===== config.mk =====
export PLATFORM = sky130hd
export DESIGN_NAME = wdog_pair_clear
export DESIGN_NICKNAME = d
export VERILOG_FILES = /design/src/rtl/wdog_pkg.sv /design/src/rtl/wdog_presc.sv /design/src/rtl/wdog_count.sv /design/src/rtl/wdog_pair.sv /design/src/rtl/wdog_status.sv /design/src/rtl/wdog_pair_clear.sv
export SDC_FILE = /design/constraint.sdc
export NUM_CORES = 1
export LEC_CHECK = 0
export ABC_AREA = 1
export BUFFER_PORTS_ARGS = -buffer_cell sky130_fd_sc_hd__buf_4
export CORE_MARGIN = 1.5
export CORE_UTILIZATION = 33
export DETAILED_ROUTE_END_ITERATION = 8
export PLACE_DENSITY = 0.57
export SYNTH_ARGS = -nofsm -noshare
export SYNTH_HDL_FRONTEND = slang
export SYNTH_SLANG_ARGS = --single-unit

===== constraint.sdc =====
create_clock -name clk -period 1.4 [get_ports clk]
set_input_delay 0.21 -clock clk [delete_from_list [all_inputs] [get_ports clk]]
set_output_delay 0.21 -clock clk [all_outputs]
set_load 0.05 [all_outputs]

===== src/rtl/wdog_pkg.sv =====
package wdog_pkg;

    typedef struct packed {
        logic clr;
        logic clr1;
        logic clr2;
        logic halt;
    } wd_cmd_t;

    typedef enum logic [1:0] {
        PAIR_NONE  = 2'd0,
        PAIR_HAVE1 = 2'd1,
        PAIR_HAVE2 = 2'd2
    } pair_st_t;

    typedef struct packed {
        logic     ok;
        pair_st_t nxt;
    } pair_res_t;

    typedef struct packed {
        logic to;
        logic pd;
    } wd_flags_t;

    // One step of the clear-command decoder.
    function automatic pair_res_t pair_step(input pair_st_t st,
                                            input logic     dual,
                                            input wd_cmd_t  c);
        pair_res_t r;
        r.ok  = 1'b0;
        r.nxt = st;
        if (!dual) begin
            r.ok  = c.clr;
            r.nxt = PAIR_NONE;
        end else if (c.clr1 && c.clr2) begin
            r.ok = 1'b1;
        end else if (c.clr1) begin
            if (st == PAIR_HAVE2) r.ok = 1'b1;
            else                  r.nxt = PAIR_HAVE1;
        end else if (c.clr2) begin
            if (st == PAIR_HAVE1) r.ok = 1'b1;
            else                  r.nxt = PAIR_HAVE2;
        end
        if (r.ok || c.halt) r.nxt = PAIR_NONE;
        return r;
    endfunction

endpackage


===== src/rtl/wdog_presc.sv =====
module wdog_presc #(
    parameter int PRESC_W = 3
) (
    input  logic clk,
    input  logic rst,
    input  logic restart,
    output logic tick
);
    logic [PRESC_W-1:0] div_q;

    always_ff @(posedge clk) begin
        if (rst || restart) div_q <= '0;
        else                div_q <= div_q + 1'b1;
    end

    assign tick = &div_q;
endmodule


===== src/rtl/wdog_count.sv =====
module wdog_count #(
    parameter int CNT_W = 4
) (
    input  logic clk,
    input  logic rst,
    input  logic restart,
    input  logic tick,
    output logic expire
);
    logic [CNT_W-1:0] cnt_q;

    always_ff @(posedge clk) begin
        if (rst || restart) cnt_q <= '0;
        else if (tick)      cnt_q <= cnt_q + 1'b1;
    end

    assign expire = tick && (&cnt_q);

    // a restart leaves the count far from its last value
    p_restart_quiet_r4: assert property (@(posedge clk) disable iff (rst)
        restart |=> !expire);
endmodule


===== src/rtl/wdog_pair.sv =====
module wdog_pair
    import wdog_pkg::*;
(
    input  logic    clk,
    input  logic    rst,
    input  logic    dual_mode,
    input  wd_cmd_t cmd,
    output logic    clear_ok
);
    pair_st_t  st_q;
    pair_res_t step;

    always_comb step = pair_step(st_q, dual_mode, cmd);

    always_ff @(posedge clk) begin
        if (rst) st_q <= PAIR_NONE;
        else     st_q <= step.nxt;
    end

    assign clear_ok = step.ok;

    p_repeat_ignored_r7: assert property (@(posedge clk) disable iff (rst)
        (dual_mode && st_q == PAIR_HAVE1 && cmd.clr1 && !cmd.clr2) |-> !clear_ok);
    p_single_ignores_pair_r5: assert property (@(posedge clk) disable iff (rst)
        (!dual_mode && !cmd.clr) |-> !clear_ok);
    p_both_clear_r8: assert property (@(posedge clk) disable iff (rst)
        (dual_mode && cmd.clr1 && cmd.clr2) |-> clear_ok);
    p_halt_empties_r10: assert property (@(posedge clk) disable iff (rst)
        cmd.halt |=> st_q == PAIR_NONE);
endmodule


===== src/rtl/wdog_status.sv =====
module wdog_status
    import wdog_pkg::*;
(
    input  logic      clk,
    input  logic      rst,
    input  logic      halt,
    input  logic      clear_ok,
    input  logic      expire_raw,
    output logic      timeout_pulse,
    output wd_flags_t flags
);
    logic fire;
    assign fire = expire_raw && !halt && !clear_ok;

    always_ff @(posedge clk) begin
        if (rst) begin
            timeout_pulse <= 1'b0;
            flags         <= '0;
        end else begin
            timeout_pulse <= fire;
            if (halt) begin
                flags.to <= 1'b0;
                flags.pd <= 1'b1;
            end else if (clear_ok) begin
                flags <= '0;
            end else if (fire) begin
                flags.to <= 1'b1;
            end
        end
    end

    p_pulse_single_r2: assert property (@(posedge clk) disable iff (rst)
        timeout_pulse |=> !timeout_pulse);
    p_pulse_sets_to_r3: assert property (@(posedge clk) disable iff (rst)
        timeout_pulse |-> flags.to);
    p_expire_keeps_pd_r3: assert property (@(posedge clk) disable iff (rst)
        fire |=> $stable(flags.pd));
    p_halt_flags_r10: assert property (@(posedge clk) disable iff (rst)
        halt |=> (flags.pd && !flags.to));
    p_clear_flags_r4: assert property (@(posedge clk) disable iff (rst)
        (clear_ok && !halt) |=> (!flags.pd && !flags.to));
endmodule


===== src/rtl/wdog_pair_clear.sv =====
module wdog_pair_clear
    import wdog_pkg::*;
#(
    parameter int PRESC_W = 3,
    parameter int CNT_W   = 4
) (
    input  logic clk,
    input  logic rst,
    input  logic dual_mode,
    input  logic cmd_clr,
    input  logic cmd_clr1,
    input  logic cmd_clr2,
    input  logic cmd_halt,
    output logic timeout_pulse,
    output logic to_flag,
    output logic pd_flag
);
    localparam int TOTAL_W = PRESC_W + CNT_W;

    wd_cmd_t   cmd;
    wd_flags_t flags;
    logic      clear_ok, restart, tick, expire_raw;

    assign cmd.clr  = cmd_clr;
    assign cmd.clr1 = cmd_clr1;
    assign cmd.clr2 = cmd_clr2;
    assign cmd.halt = cmd_halt;

    wdog_pair u_pair (
        .clk      (clk),
        .rst      (rst),
        .dual_mode(dual_mode),
        .cmd      (cmd),
        .clear_ok (clear_ok)
    );

    assign restart = cmd_halt | clear_ok;

    wdog_presc #(.PRESC_W(PRESC_W)) u_presc (
        .clk    (clk),
        .rst    (rst),
        .restart(restart),
        .tick   (tick)
    );

    wdog_count #(.CNT_W(CNT_W)) u_count (
        .clk    (clk),
        .rst    (rst),
        .restart(restart),
        .tick   (tick),
        .expire (expire_raw)
    );

    wdog_status u_status (
        .clk          (clk),
        .rst          (rst),
        .halt         (cmd_halt),
        .clear_ok     (clear_ok),
        .expire_raw   (expire_raw),
        .timeout_pulse(timeout_pulse),
        .flags        (flags)
    );

    assign to_flag = flags.to;
    assign pd_flag = flags.pd;

    initial begin
        assert (TOTAL_W >= 2) else $error("period too short");
    end

    p_halt_over_clear_r11: assert property (@(posedge clk) disable iff (rst)
        (cmd_halt && clear_ok) |=> (pd_flag && !timeout_pulse));
endmodule


-- Word level (Yosys, flattened, before mapping)
Cells that the tools add are included.
- add/subtract/negate cells: 2
- reduce and logical (&&, ||, !) cells: 15
- multiplexer cells: 11
- eq/ne operators: 4
- bitwise gates (word level): 3
- operator list (cell ; count):
    2-to-1 mux 3 bit ; 3
    AND reduction 4 bit ; 2
    2-to-1 mux 2 bit ; 3
    OR reduction 3 bit ; 2
    2-to-1 mux 1 bit ; 5
    adder 4 x 1 -> 4 bit (second input constant) ; 1
    logical AND 1 bit ; 4
    inequality test 2 bit (second input constant) ; 2
    nonzero test 2 bit ; 2
    adder 3 x 1 -> 3 bit (second input constant) ; 1
    AND reduction 3 bit ; 1
    equality test 2 x 1 -> 1 bit (second input constant) ; 1
    equality test 2 bit (second input constant) ; 1
    logical NOT 1 bit ; 2
    logical OR 1 bit ; 2
    NOT 1 bit ; 2
    bitwise OR 1 bit ; 1
- register bits: 12
- word-level logic and storage cells: 41
- input bits: 7

-- Longest topological paths before layout
- depth in word-level cells: 8
- gate-level depth with buffers: 7
- mapped depth without buffers: 7

-- By module
Synthesis repeated with hierarchy kept, for this count alone.
- cells, all modules: 79
- area, all modules: 548.0 um^2
- by module, submodules not included (module ; cells each ; area an instance (um^2) ; instances):
    wdog_count ; 26 ; 180.2 ; 1
    wdog_pair ; 24 ; 140.1 ; 1
    wdog_presc ; 13 ; 117.6 ; 1
    wdog_status ; 13 ; 98.8 ; 1
    wdog_pair_clear ; 3 ; 11.3 ; 1

-- Worst setup path after synthesis
Ideal clock, no wire load.
- kind: register to register
- start: register u_presc.div_q[0]
- end: register u_count.cnt_q[3]
- path slack: 217 ps
- setup time: 115 ps
- path buffers: 0
- clock period less this slack: 1183 ps
- arrival: 1068 ps
- stages on the path, launching flop included: 8
- path through: dfxtp_1 > ha_1 > ha_1 > nand2_2 > inv_2 > nand3_2 > xor2_1 > nor2_2
- word-level cells in the longest chain between the ends: 1
- RTL lines (what ; line ; source):
    start: declaration ; wdog_presc.sv:9 ; logic [PRESC_W-1:0] div_q;
    start signal: assignment ; wdog_presc.sv:13 ; else div_q <= div_q + 1'b1;
    AND reduction 3 bit ; wdog_presc.sv:16 ; assign tick = &div_q;
    end signal: assignment ; wdog_count.sv:14 ; else if (tick) cnt_q <= cnt_q + 1'b1;
    end: declaration ; wdog_count.sv:10 ; logic [CNT_W-1:0] cnt_q;
Every way passes these cells.
A chain may end at the register's enable or synchronous reset.

-- Worst setup path in the final report
Same ends and word-level chain as after synthesis.

==> results.md <==
- Status: complete, no violations
- DRT Pass-1 Iters: 4
- Slew HR: 86.6%
- CP most frequent cell: ha_1
- Met1 track demand over resource: 13.0%
- CP Data Arrival Time: about 1.4 ns
- Post-Syn Area: 531 sq um
- Overall Power: 0.610 mW
- Cts repair resizes: 0
- Worst hold slack: between 0.1 and 0.15 ns
- Most frequent cells in the layout: dfxtp_1, inv_1, nand2_1, buf_4, nor2_1
- Placement Setup Slack: approximately 0.16 ns
- Final ANT Viol Nets: 0
- CTS sink count: 12
- WP data required: 1.57 ns
- Register area: around 240 sq um
- Clk root buf: clkbuf_4
- Crit start category: flip-flop
- Syn Nets: 73
- Synth cell types: 17
- Setup_tns: 0 ns
- GRT met2 Usage: approximately an eighth
- Longest Clk Path Bufs: 2
- Synthesis-to-finish area growth: 20.8%
- Seq cells post-synth: 12
- CTS tree: done
- Gate Count Post-Synth: between 60 and 70
- Initial antenna violation count: 0
- Die Wd: around 43 um
- Largest net degree at the start of global routing: 10
- P_leak: about 0.29 nW
- Cell depth of the worst setup path: 7
- Die area: between 1500 and 2000 sq um
- H-tree depth: 1
- Fillers: about 160
- Critical Path End Type: flip-flop
- Die height: 43.1 um
- Worst path bufs/invs: 1
- Share of layout cells above drive strength 1: slightly below 30%
- Vias per Instance: about 4.4
- Worst vdd ir: between 0.3 and 0.4 mV
- Slowest cell on crit path: dfxtp_1
- Post-DP HPWL: ~600 um
- Depth of the worst register-to-register path: 7
- Placed insts: 88
- Busiest layer in global routing: met1
- Final min period: around 1.3 ns
- Final net count: 87
- CTS clk-pin slew, worst paths: about 0.070 ns
- Post-cts hold buffer count: 0
- I/O Pins: 10
- Fin cells: between 90 and 100
- Met3 Track Usage GR: roughly 2.6%
- Seq/Total Area, Yosys: between 40% and 50%
- Critical Path, Cell by Cell: ha_1 > ha_1 > nand2_2 > inv_2 > nand3_2 > xor2_1 > nor2_2
- Final Max Slew Viols: 0
- Top delay family on crit path: adder cells
- CP peak stage delay: around 0.32 ns
- Starting DRC count in detailed routing: 7
- Per-cell routed wire length: ~8.5 um
- Tcrit/Tclk final: 89.3%
- GPL Wtd Cong: 0.731
- Total CTS buffers: 3
- # setup viols final: 0
- Clk Latency, worst-skew pair: 0.27 ns
- Post-route clock skew: approximately 0.0036 ns
- Endpoints failing hold: 0
- PwrDens: about 950 nW/um^2
- YS warnings: 0
- First-pass GRT wire length: 1.33 mm
- Hold path cells: 2
- Worst-margin pin slew: 0.201 ns
- Worst hold-check path type: input pin to flip-flop
- Core area: approximately 1500 sq um
- Gr usage total: approximately a tenth
- WS Path Type: flip-flop to flip-flop
- Site row count: 14
- Postcts setup bufs: 0
- Initial Utilization: between 30% and 40%
- Commonest non-fill, non-tap cell in the layout: dfxtp_1
- DRC: 0
- Mapped Avg Cell Area: about 8.4 sq um
- Via count: approximately 400
- Setup WS post-layout: approximately 0.15 ns
- Post-Route WL: 778 um
- Grt ovf: 0
- Worst Path Max Fanout: 5
- Unrepaired setup endpoints after global routing: no
- Multi-input gate area: roughly 250 sq um
- # diodes: 0
- Vias in the first global route: about 340
- Maximum clock frequency: 800 MHz
- # port buffers: 9
- Max cap viols: 0
## synth_stat cells, drive strengths merged
master	instances	area [sq um]
o21a	1	8.76
nand2	11	51.3
a21oi	4	20.0
mux2i	1	10.0
dfxtp	12	240
ha	3	37.5
xor2	1	8.76
nor3	3	30.0
inv	11	41.3
nor2	8	32.5
o21ai	1	5.00
nand3	7	45.0
## sequential cells by signal, indices dropped and copies added, names as in the netlist
signal / cells
u_status.flags: 2
u_presc.div_q: 3
u_pair.st_q: 2
u_status.timeout_pulse: 1
u_count.cnt_q: 4
## logic make-up (layout without fill, tap and decap cells)
group | Yosys count | in the layout | share of synthesized area, %
AO/OA/AOI/OAI | 6 | 6 | 6.37
XOR/XNOR | 1 | 1 | 1.65
adder cells (fa/ha/maj) | 3 | 3 | 7.08
buffers and inverters | 11 | 23 | 7.78
flip-flops | 12 | 12 | 45.3
multiplexers | 1 | 1 | 1.89
AND/OR/NAND/NOR | 29 | 29 | 30.0
## area by class of cell
cell class	instances	share of cell area, %
Inverter	11	6.45
Clock buffer	3	3.52
Timing Repair Buffer	9	10.5
Tap cell	16	3.13
Multi-Input combinational cell	40	38.9
Sequential cell	12	37.5
## through the flow
stage	util, %	cell area (sq um)
after floorplan	-	531
after global placement	41.0	618
after detailed placement	41.0	618
after CTS	42.5	641
after global routing	42.5	641
final	42.5	641
## final timing paths
check                   startpoint  slack [ns]                end
setup reg to reg  u_presc.div_q[0]        0.15   u_count.cnt_q[3]
setup / recovery  u_presc.div_q[0]        0.15   u_count.cnt_q[3]
hold / removal                 rst        0.12  u_status.flags[0]
hold reg to reg   u_presc.div_q[0]        0.43   u_presc.div_q[0]
## power breakdown
group          switching [mW]  total [mW]  internal (mW)
Combinational          0.0314      0.0548         0.0234
Clock                   0.107       0.207         0.0995
Sequential            0.00272       0.349          0.346
Total                   0.141       0.610          0.469
## metal layers
| layer | part of all wire [%] | vias to the layer above |
|---|---|---|
| met5 | 0 | - |
| met4 | 3.0 | 0 |
| met3 | 3.5 | 2 |
| met2 | 38 | 11 |
| met1 | 56 | 167 |
| li1 | - | 224 |
Power figures use the tool's default switching activity.
